$ cat src/rtl/tpwm_pkg.sv
package tpwm_pkg;
  localparam int NCH = 3;
  localparam int PW  = 4;
  localparam logic [7:0] OFS_DIV = 8'h00;
  localparam logic [7:0] OFS_CTL = 8'h0C;
  localparam logic [7:0] OFS_CNT = 8'h18;
  localparam logic [7:0] OFS_INT = 8'h24;
  localparam logic [7:0] OFS_MAT = 8'h30;

  typedef struct packed {
    logic [PW-1:0] val;
    logic          en;
  } div_cfg_t;

  typedef struct packed {
    logic invert;
    logic out_off;
    logic match_en;
    logic down;
    logic interval;
    logic stop;
  } ctl_cfg_t;
endpackage

$ cat src/rtl/tpwm_divider.sv
module tpwm_divider #(
  parameter int PW = 4
) (
  input  logic          clk,
  input  logic          rst,
  input  logic          run,
  input  logic          clr,
  input  logic          en,
  input  logic [PW-1:0] val,
  output logic          tick
);
  localparam int DW = 2 ** PW;

  logic [DW-1:0] phase;
  logic [DW-1:0] limit;

  always_comb begin
    limit = {DW{1'b1}} >> (DW - 1 - int'(val));
    tick  = run && (!en || phase == limit);
  end

  always_ff @(posedge clk) begin
    if (rst || clr) phase <= '0;
    else if (run) begin
      if (tick) phase <= '0;
      else      phase <= phase + 1'b1;
    end
  end
endmodule

$ cat src/rtl/tpwm_counter.sv
module tpwm_counter #(
  parameter int CW = 16
) (
  input  logic          clk,
  input  logic          rst,
  input  logic          load,
  input  logic          load_down,
  input  logic          tick,
  input  logic          interval,
  input  logic          down,
  input  logic [CW-1:0] limit,
  output logic [CW-1:0] cnt
);
  logic [CW-1:0] nxt;

  always_comb begin
    if (down) nxt = (interval && cnt == '0) ? limit : cnt - 1'b1;
    else      nxt = (interval && cnt >= limit) ? '0 : cnt + 1'b1;
  end

  always_ff @(posedge clk) begin
    if (rst)       cnt <= '0;
    else if (load) cnt <= load_down ? limit : '0;
    else if (tick) cnt <= nxt;
  end
endmodule

$ cat src/rtl/tpwm_wave.sv
module tpwm_wave #(
  parameter int CW = 16
) (
  input  logic          clk,
  input  logic          rst,
  input  logic [CW-1:0] cnt,
  input  logic [CW-1:0] match,
  input  logic          match_en,
  input  logic          invert,
  input  logic          out_off,
  output logic          wave
);
  always_ff @(posedge clk) begin
    if (rst || out_off) wave <= 1'b0;
    else                wave <= (match_en && cnt < match) ^ invert;
  end
endmodule

$ cat src/rtl/tpwm_channel.sv
module tpwm_channel
  import tpwm_pkg::*;
#(
  parameter int CW = 16
) (
  input  logic          clk,
  input  logic          rst,
  input  logic          wr_div,
  input  logic          wr_ctl,
  input  logic          wr_int,
  input  logic          wr_mat,
  input  logic [31:0]   wdata,
  output div_cfg_t      div_q,
  output ctl_cfg_t      ctl_q,
  output logic [CW-1:0] int_q,
  output logic [CW-1:0] mat_q,
  output logic [CW-1:0] cnt,
  output logic          tick,
  output logic          restart,
  output logic          wave
);
  assign restart = wr_ctl && wdata[4];

  always_ff @(posedge clk) begin
    if (rst) begin
      div_q <= '0;
      ctl_q <= '{stop: 1'b1, default: 1'b0};
      int_q <= '0;
      mat_q <= '0;
    end else begin
      if (wr_div) div_q <= '{val: wdata[PW:1], en: wdata[0]};
      if (wr_ctl) ctl_q <= '{invert: wdata[6], out_off: wdata[5], match_en: wdata[3],
                             down: wdata[2], interval: wdata[1], stop: wdata[0]};
      if (wr_int) int_q <= wdata[CW-1:0];
      if (wr_mat) mat_q <= wdata[CW-1:0];
    end
  end

  tpwm_divider #(.PW(PW)) u_div (
    .clk(clk), .rst(rst), .run(!ctl_q.stop), .clr(restart),
    .en(div_q.en), .val(div_q.val), .tick(tick)
  );

  tpwm_counter #(.CW(CW)) u_cnt (
    .clk(clk), .rst(rst), .load(restart), .load_down(wdata[2]), .tick(tick),
    .interval(ctl_q.interval), .down(ctl_q.down), .limit(int_q), .cnt(cnt)
  );

  tpwm_wave #(.CW(CW)) u_wave (
    .clk(clk), .rst(rst), .cnt(cnt), .match(mat_q), .match_en(ctl_q.match_en),
    .invert(ctl_q.invert), .out_off(ctl_q.out_off), .wave(wave)
  );
endmodule

$ cat src/rtl/tri_timer_pwm.sv
module tri_timer_pwm
  import tpwm_pkg::*;
#(
  parameter int CW = 16,
  parameter int AW = 8
) (
  input  logic          clk,
  input  logic          rst,
  input  logic [AW-1:0] bus_addr,
  input  logic          bus_wr,
  input  logic [31:0]   bus_wdata,
  input  logic          bus_rd,
  output logic [31:0]   bus_rdata,
  output logic [2:0]    pwm_out
);
  div_cfg_t [NCH-1:0]         div_all;
  ctl_cfg_t [NCH-1:0]         ctl_all;
  logic [NCH-1:0][CW-1:0]     int_all;
  logic [NCH-1:0][CW-1:0]     mat_all;
  logic [NCH-1:0][CW-1:0]     cnt_all;
  logic [NCH-1:0]             tick_all;
  logic [NCH-1:0]             restart_all;
  logic [NCH-1:0]             wave_all;
  logic [AW-1:0]              word_addr;

  assign word_addr = {bus_addr[AW-1:2], 2'b00};

  for (genvar c = 0; c < NCH; c++) begin : g_ch
    localparam logic [AW-1:0] STEP = AW'(4 * c);
    tpwm_channel #(.CW(CW)) u_ch (
      .clk(clk), .rst(rst),
      .wr_div(bus_wr && word_addr == AW'(OFS_DIV) + STEP),
      .wr_ctl(bus_wr && word_addr == AW'(OFS_CTL) + STEP),
      .wr_int(bus_wr && word_addr == AW'(OFS_INT) + STEP),
      .wr_mat(bus_wr && word_addr == AW'(OFS_MAT) + STEP),
      .wdata(bus_wdata),
      .div_q(div_all[c]), .ctl_q(ctl_all[c]), .int_q(int_all[c]), .mat_q(mat_all[c]),
      .cnt(cnt_all[c]), .tick(tick_all[c]), .restart(restart_all[c]), .wave(wave_all[c])
    );
  end

  assign pwm_out = wave_all;

  logic [31:0] rd_mux;
  always_comb begin
    rd_mux = '0;
    for (int c = 0; c < NCH; c++) begin
      if (word_addr == AW'(OFS_DIV) + AW'(4 * c))
        rd_mux = {27'b0, div_all[c].val, div_all[c].en};
      if (word_addr == AW'(OFS_CTL) + AW'(4 * c))
        rd_mux = {25'b0, ctl_all[c].invert, ctl_all[c].out_off, 1'b0, ctl_all[c].match_en,
                  ctl_all[c].down, ctl_all[c].interval, ctl_all[c].stop};
      if (word_addr == AW'(OFS_CNT) + AW'(4 * c)) rd_mux = 32'(cnt_all[c]);
      if (word_addr == AW'(OFS_INT) + AW'(4 * c)) rd_mux = 32'(int_all[c]);
      if (word_addr == AW'(OFS_MAT) + AW'(4 * c)) rd_mux = 32'(mat_all[c]);
    end
  end

  always_ff @(posedge clk) begin
    if (rst)         bus_rdata <= '0;
    else if (bus_rd) bus_rdata <= rd_mux;
  end
endmodule

$ cat config.mk
export PLATFORM = sky130hd
export DESIGN_NAME = tri_timer_pwm
export DESIGN_NICKNAME = d
export VERILOG_FILES = /design/src/rtl/tpwm_pkg.sv /design/src/rtl/tpwm_divider.sv /design/src/rtl/tpwm_counter.sv /design/src/rtl/tpwm_wave.sv /design/src/rtl/tpwm_channel.sv /design/src/rtl/tri_timer_pwm.sv
export SDC_FILE = /design/constraint.sdc
export NUM_CORES = 1
export LEC_CHECK = 0
export ABC_AREA = 1
export ABC_CLOCK_PERIOD_IN_PS = 2100
export BUFFER_PORTS_ARGS = -buffer_cell sky130_fd_sc_hd__buf_2
export CAP_MARGIN = 20
export CORE_ASPECT_RATIO = 1.2
export CORE_MARGIN = 2
export CORE_UTILIZATION = 40
export CTS_CLUSTER_SIZE = 10
export DETAILED_ROUTE_END_ITERATION = 8
export GPL_ROUTABILITY_DRIVEN = 0
export GPL_TIMING_DRIVEN = 0
export HOLD_SLACK_MARGIN = 0.03
export SYNTH_ARGS = -nofsm -noshare
export SYNTH_HDL_FRONTEND = slang
export SYNTH_HIERARCHICAL = 1
export SYNTH_SLANG_ARGS = --single-unit
$ cat constraint.sdc
create_clock -name clk -period 2.1 [get_ports clk]
set_clock_uncertainty 0.15 [all_clocks]
set_input_delay 0.42 -clock clk [delete_from_list [all_inputs] [get_ports clk]]
set_output_delay 0.42 -clock clk [all_outputs]
set_load 0.05 [all_outputs]
==> run_results.csv <==
group,metric,value,unit
outcome,run_status,"finished with violations",
outcome,violations,"negative setup slack",
floorplan,die_w,205,um
floorplan,ios,79,
worst_setup_path,cp_cell_sequence,"buf_6 > nor2_4 > buf_4 > xor2_1 > nand3_2 > nor2_1 > nand2_1 > nand2_1 > nand2_2 > inv_2 > or2_4 > buf_8 > o21ai_2 > inv_1 > a21oi_1",
detailed_routing,drtIter0Drc,1493,
timing,hold_violations,0,
clock_tree,cts_buffer_depth,3,
pwr,leakagePower,10.8,nW
global_route,grt_start_max_net_pins,20,
global_route,grt_pass1_vias,18867,
detailed_routing,dr_total_vias,20150,
synth,ys.flop_type,"dfxtp_1",
worst_setup_path,slowest_delay,0.34,ns
pwr,total_power,0.0108,W
timing,report.final.slew_viol_count,0,
clock_tree,holdBufCountCts,0,
floorplan,die_area,50000,sq um
place,place_ws,-0.897,ns
synth,syn-cell-area,19300,sq um
synth,yosysSeqAreaShare,25.3,%
pwr,power_density,476,nW/um^2
synth,yosysTopAreaCellShare,25.3,%
pwr,peakVddDrop,627,uV
worst_setup_path,cp_slowest_cell,"dfxtp_2",
global_route,grt_antenna_before_repair,2,
clock_tree,clk_latency,0.59,ns
timing,clock.fmax,444,MHz
floorplan,die_y,245,um
worst_setup_path,cp-end-kind,"flop",
min_path,hold_path.class,"in -> reg",
clock_tree,cts_max_level,1,
worst_setup_path,worstPathRequired,2.43,ns
worst_setup_path,criticalPathCategory,"reg -> reg",
timing,grt_setup_unrepaired,"true",
timing,worst_pin_slew,0.870,ns
worst_setup_path,crit_path_start_kind,"flop",
synth,syn_inst,3204,
floorplan,initial_core_util,40.3,%
detailed_routing,dr.pass1.iters,6,
detailed_routing,vias_per_cell,5.06,
cells_and_area,drive_gt1_share,18.1,%
global_route,gr-total-overflow,0,
synth,async_flop_share,0,%
global_route,grt_pass1_wl,102000,um
synth,netlist_top_cells_area,"dfxtp_1 25%, nand2_1 20%, nor2_1 9.9%",
worst_setup_path,path_max_fanout,7,
floorplan,rows,88,
synth,synth_edf_count,0,
clock_tree,cts_buffers,30,
timing,slew_headroom,41.6,%
synth,syn_area_per_cell,6.03,sq um
timing,min_period,2.25,ns
synth,synthTopCellsByCount,"1,010 x nand2_1, 511 x nor2_1, 375 x inv_1",
timing,setup_violations,48,
clock_tree,tritoncts,"done",
worst_setup_path,worstPathArrival,2.58,ns
timing,holdWs,0.0807,ns
clock_tree,root_buffer,"clkbuf_16",
timing,finalWorstSetupSlack,-0.152,ns
cells_and_area,area_growth,17.5,%
place,dp_hpwl,49400,um
detailed_routing,routedWlPerCell,16.3,um
synth,synth_cell_type_count,44,
global_route,track_usage,25.5,%
worst_setup_path,crit_path_frequent_cell,"nand2_1",
place,port-buffer-count,43,
clock_tree,cts_sinks,244,
timing,finalSetupTns,-3.94,ns
cells_and_area,nNetsFinal,3490,
synth,yosys.area.top_type,"dfxtp_1",
floorplan,core_area,47900,sq um
synth,synth_most_common_cell,"nand2_1",
detailed_routing,drc_errors,0,
run,max-cap-violations,0,
detailed_routing,wl,65000,um
synth,ys_seq_elements,244,
timing,layout_worst_path_cycle_share,107,%
cells_and_area,diodes,0,
detailed_routing,antenna_left,0,
clock_tree,clk_pin_slew,0.06,ns
synth,yosysWarnings,6,
[critical path, delay by kind of cell (launching register included)]
family / cells / cell delay (ns)
flip-flops: 1 / 0.34
AND/OR/NAND/NOR: 7 / 0.86
buffers and inverters: 5 / 0.55
AO/OA/AOI/OAI: 2 / 0.11
XOR/XNOR: 1 / 0.17
[path summary, 6_finish.rpt]
kind,from,slack (ns),depth (start not counted),to
max,g_ch[1].u_ch/div_q[4],-0.15,15,g_ch[1].u_ch/u_cnt/cnt[4]
min reg2reg,bus_rdata[14],0.32,2,bus_rdata[14]
max reg2reg,g_ch[1].u_ch/div_q[4],-0.15,15,g_ch[1].u_ch/u_cnt/cnt[4]
min,bus_wdata[13],0.08,5,g_ch[1].u_ch/mat_q[13]
[kinds of logic after synthesis]
kind of cell    after synthesis  synth area share [%]
simple gates               1902                  42.4
compound gates              351                  9.99
buf+inv                     535                  12.5
other cells                   1                0.0194
fa+ha+maj                   105                  6.80
flops                       244                  25.3
xor+xnor                     66                  2.99
[power by group]
| group | leakage, nW | switching [W] | internal, W |
|---|---|---|---|
| combinational | 8.33 | 0.000812 | 0.000404 |
| sequential | 2.00 | 0.0000683 | 0.00465 |
| clock | 0.427 | 0.00211 | 0.00276 |
| total | 10.8 | 0.00299 | 0.00782 |
[stage by stage]
step | cells | util (%) | cell area [sq um]
global route | 3982 | 47.4 | 22700
global placement | 3892 | 42.6 | 20400
detailed placement | 3892 | 42.6 | 20400
CTS | 3962 | 45.9 | 22000
floorplan | 3219 | - | 19400
finish | 3982 | 47.4 | 22700
[what timing repair did]
| action | in CTS | in global routing |
|---|---|---|
| pin swaps | 41 | 49 |
| setup buffers | 20 | 16 |
| setup endpoints to repair | 66 | 106 |
| resized for setup | 241 | 172 |
| cloned | 7 | 6 |
[per-layer routing]
metal / vias to the layer above / GRT usage, % / routed length (um)
li1: 10302 / - / -
met1: 9129 / 32.6 / 28300
met2: 560 / 43.5 / 30500
met3: 155 / 3.51 / 3640
met4: 4 / 8.80 / 2490
met5: - / 0 / 33
[area by class of cell]
class | count | area, sq um
fillers | 5096 | 25200
flip-flops and latches | 244 | 4980
plain buffers | 114 | 998
clock buffers | 39 | 846
repair buffers | 92 | 753
multi-input cells | 2440 | 12700
clock inverters | 4 | 22.5
inverters | 419 | 1600
well taps | 630 | 788
[layout by cell type, fill, tap and decap left out, types with 22 or more instances in the layout]
master,synthesis,layout
o21ai_1,38,55
nand2_2,9,25
nor2_1,511,497
nor3_1,43,41
nand2_1,1010,989
buf_6,26,36
buf_4,32,63
xor2_1,57,56
dfxtp_2,0,41
nand4_1,53,53
o21ai_0,142,50
ha_1,105,105
dfxtp_1,244,191
inv_1,375,359
a21oi_1,126,111
o21ai_2,0,69
clkbuf_16,0,37
nand3_1,161,155
a21oi_2,7,22
buf_2,31,66
nor2_4,39,43
nor2_2,34,44
inv_2,41,50
[sequential cells by signal, summed over array words and instances, names as in the netlist]
name / cells
g_ch.u_ch/ctl_q: 18
g_ch.u_ch/u_wave/wave: 3
bus_rdata: 16
g_ch.u_ch/int_q: 48
g_ch.u_ch/mat_q: 48
g_ch.u_ch/u_div/phase: 48
g_ch.u_ch/u_cnt/cnt: 48
g_ch.u_ch/div_q: 15
No activity file was read; power rests on OpenSTA's default activity.
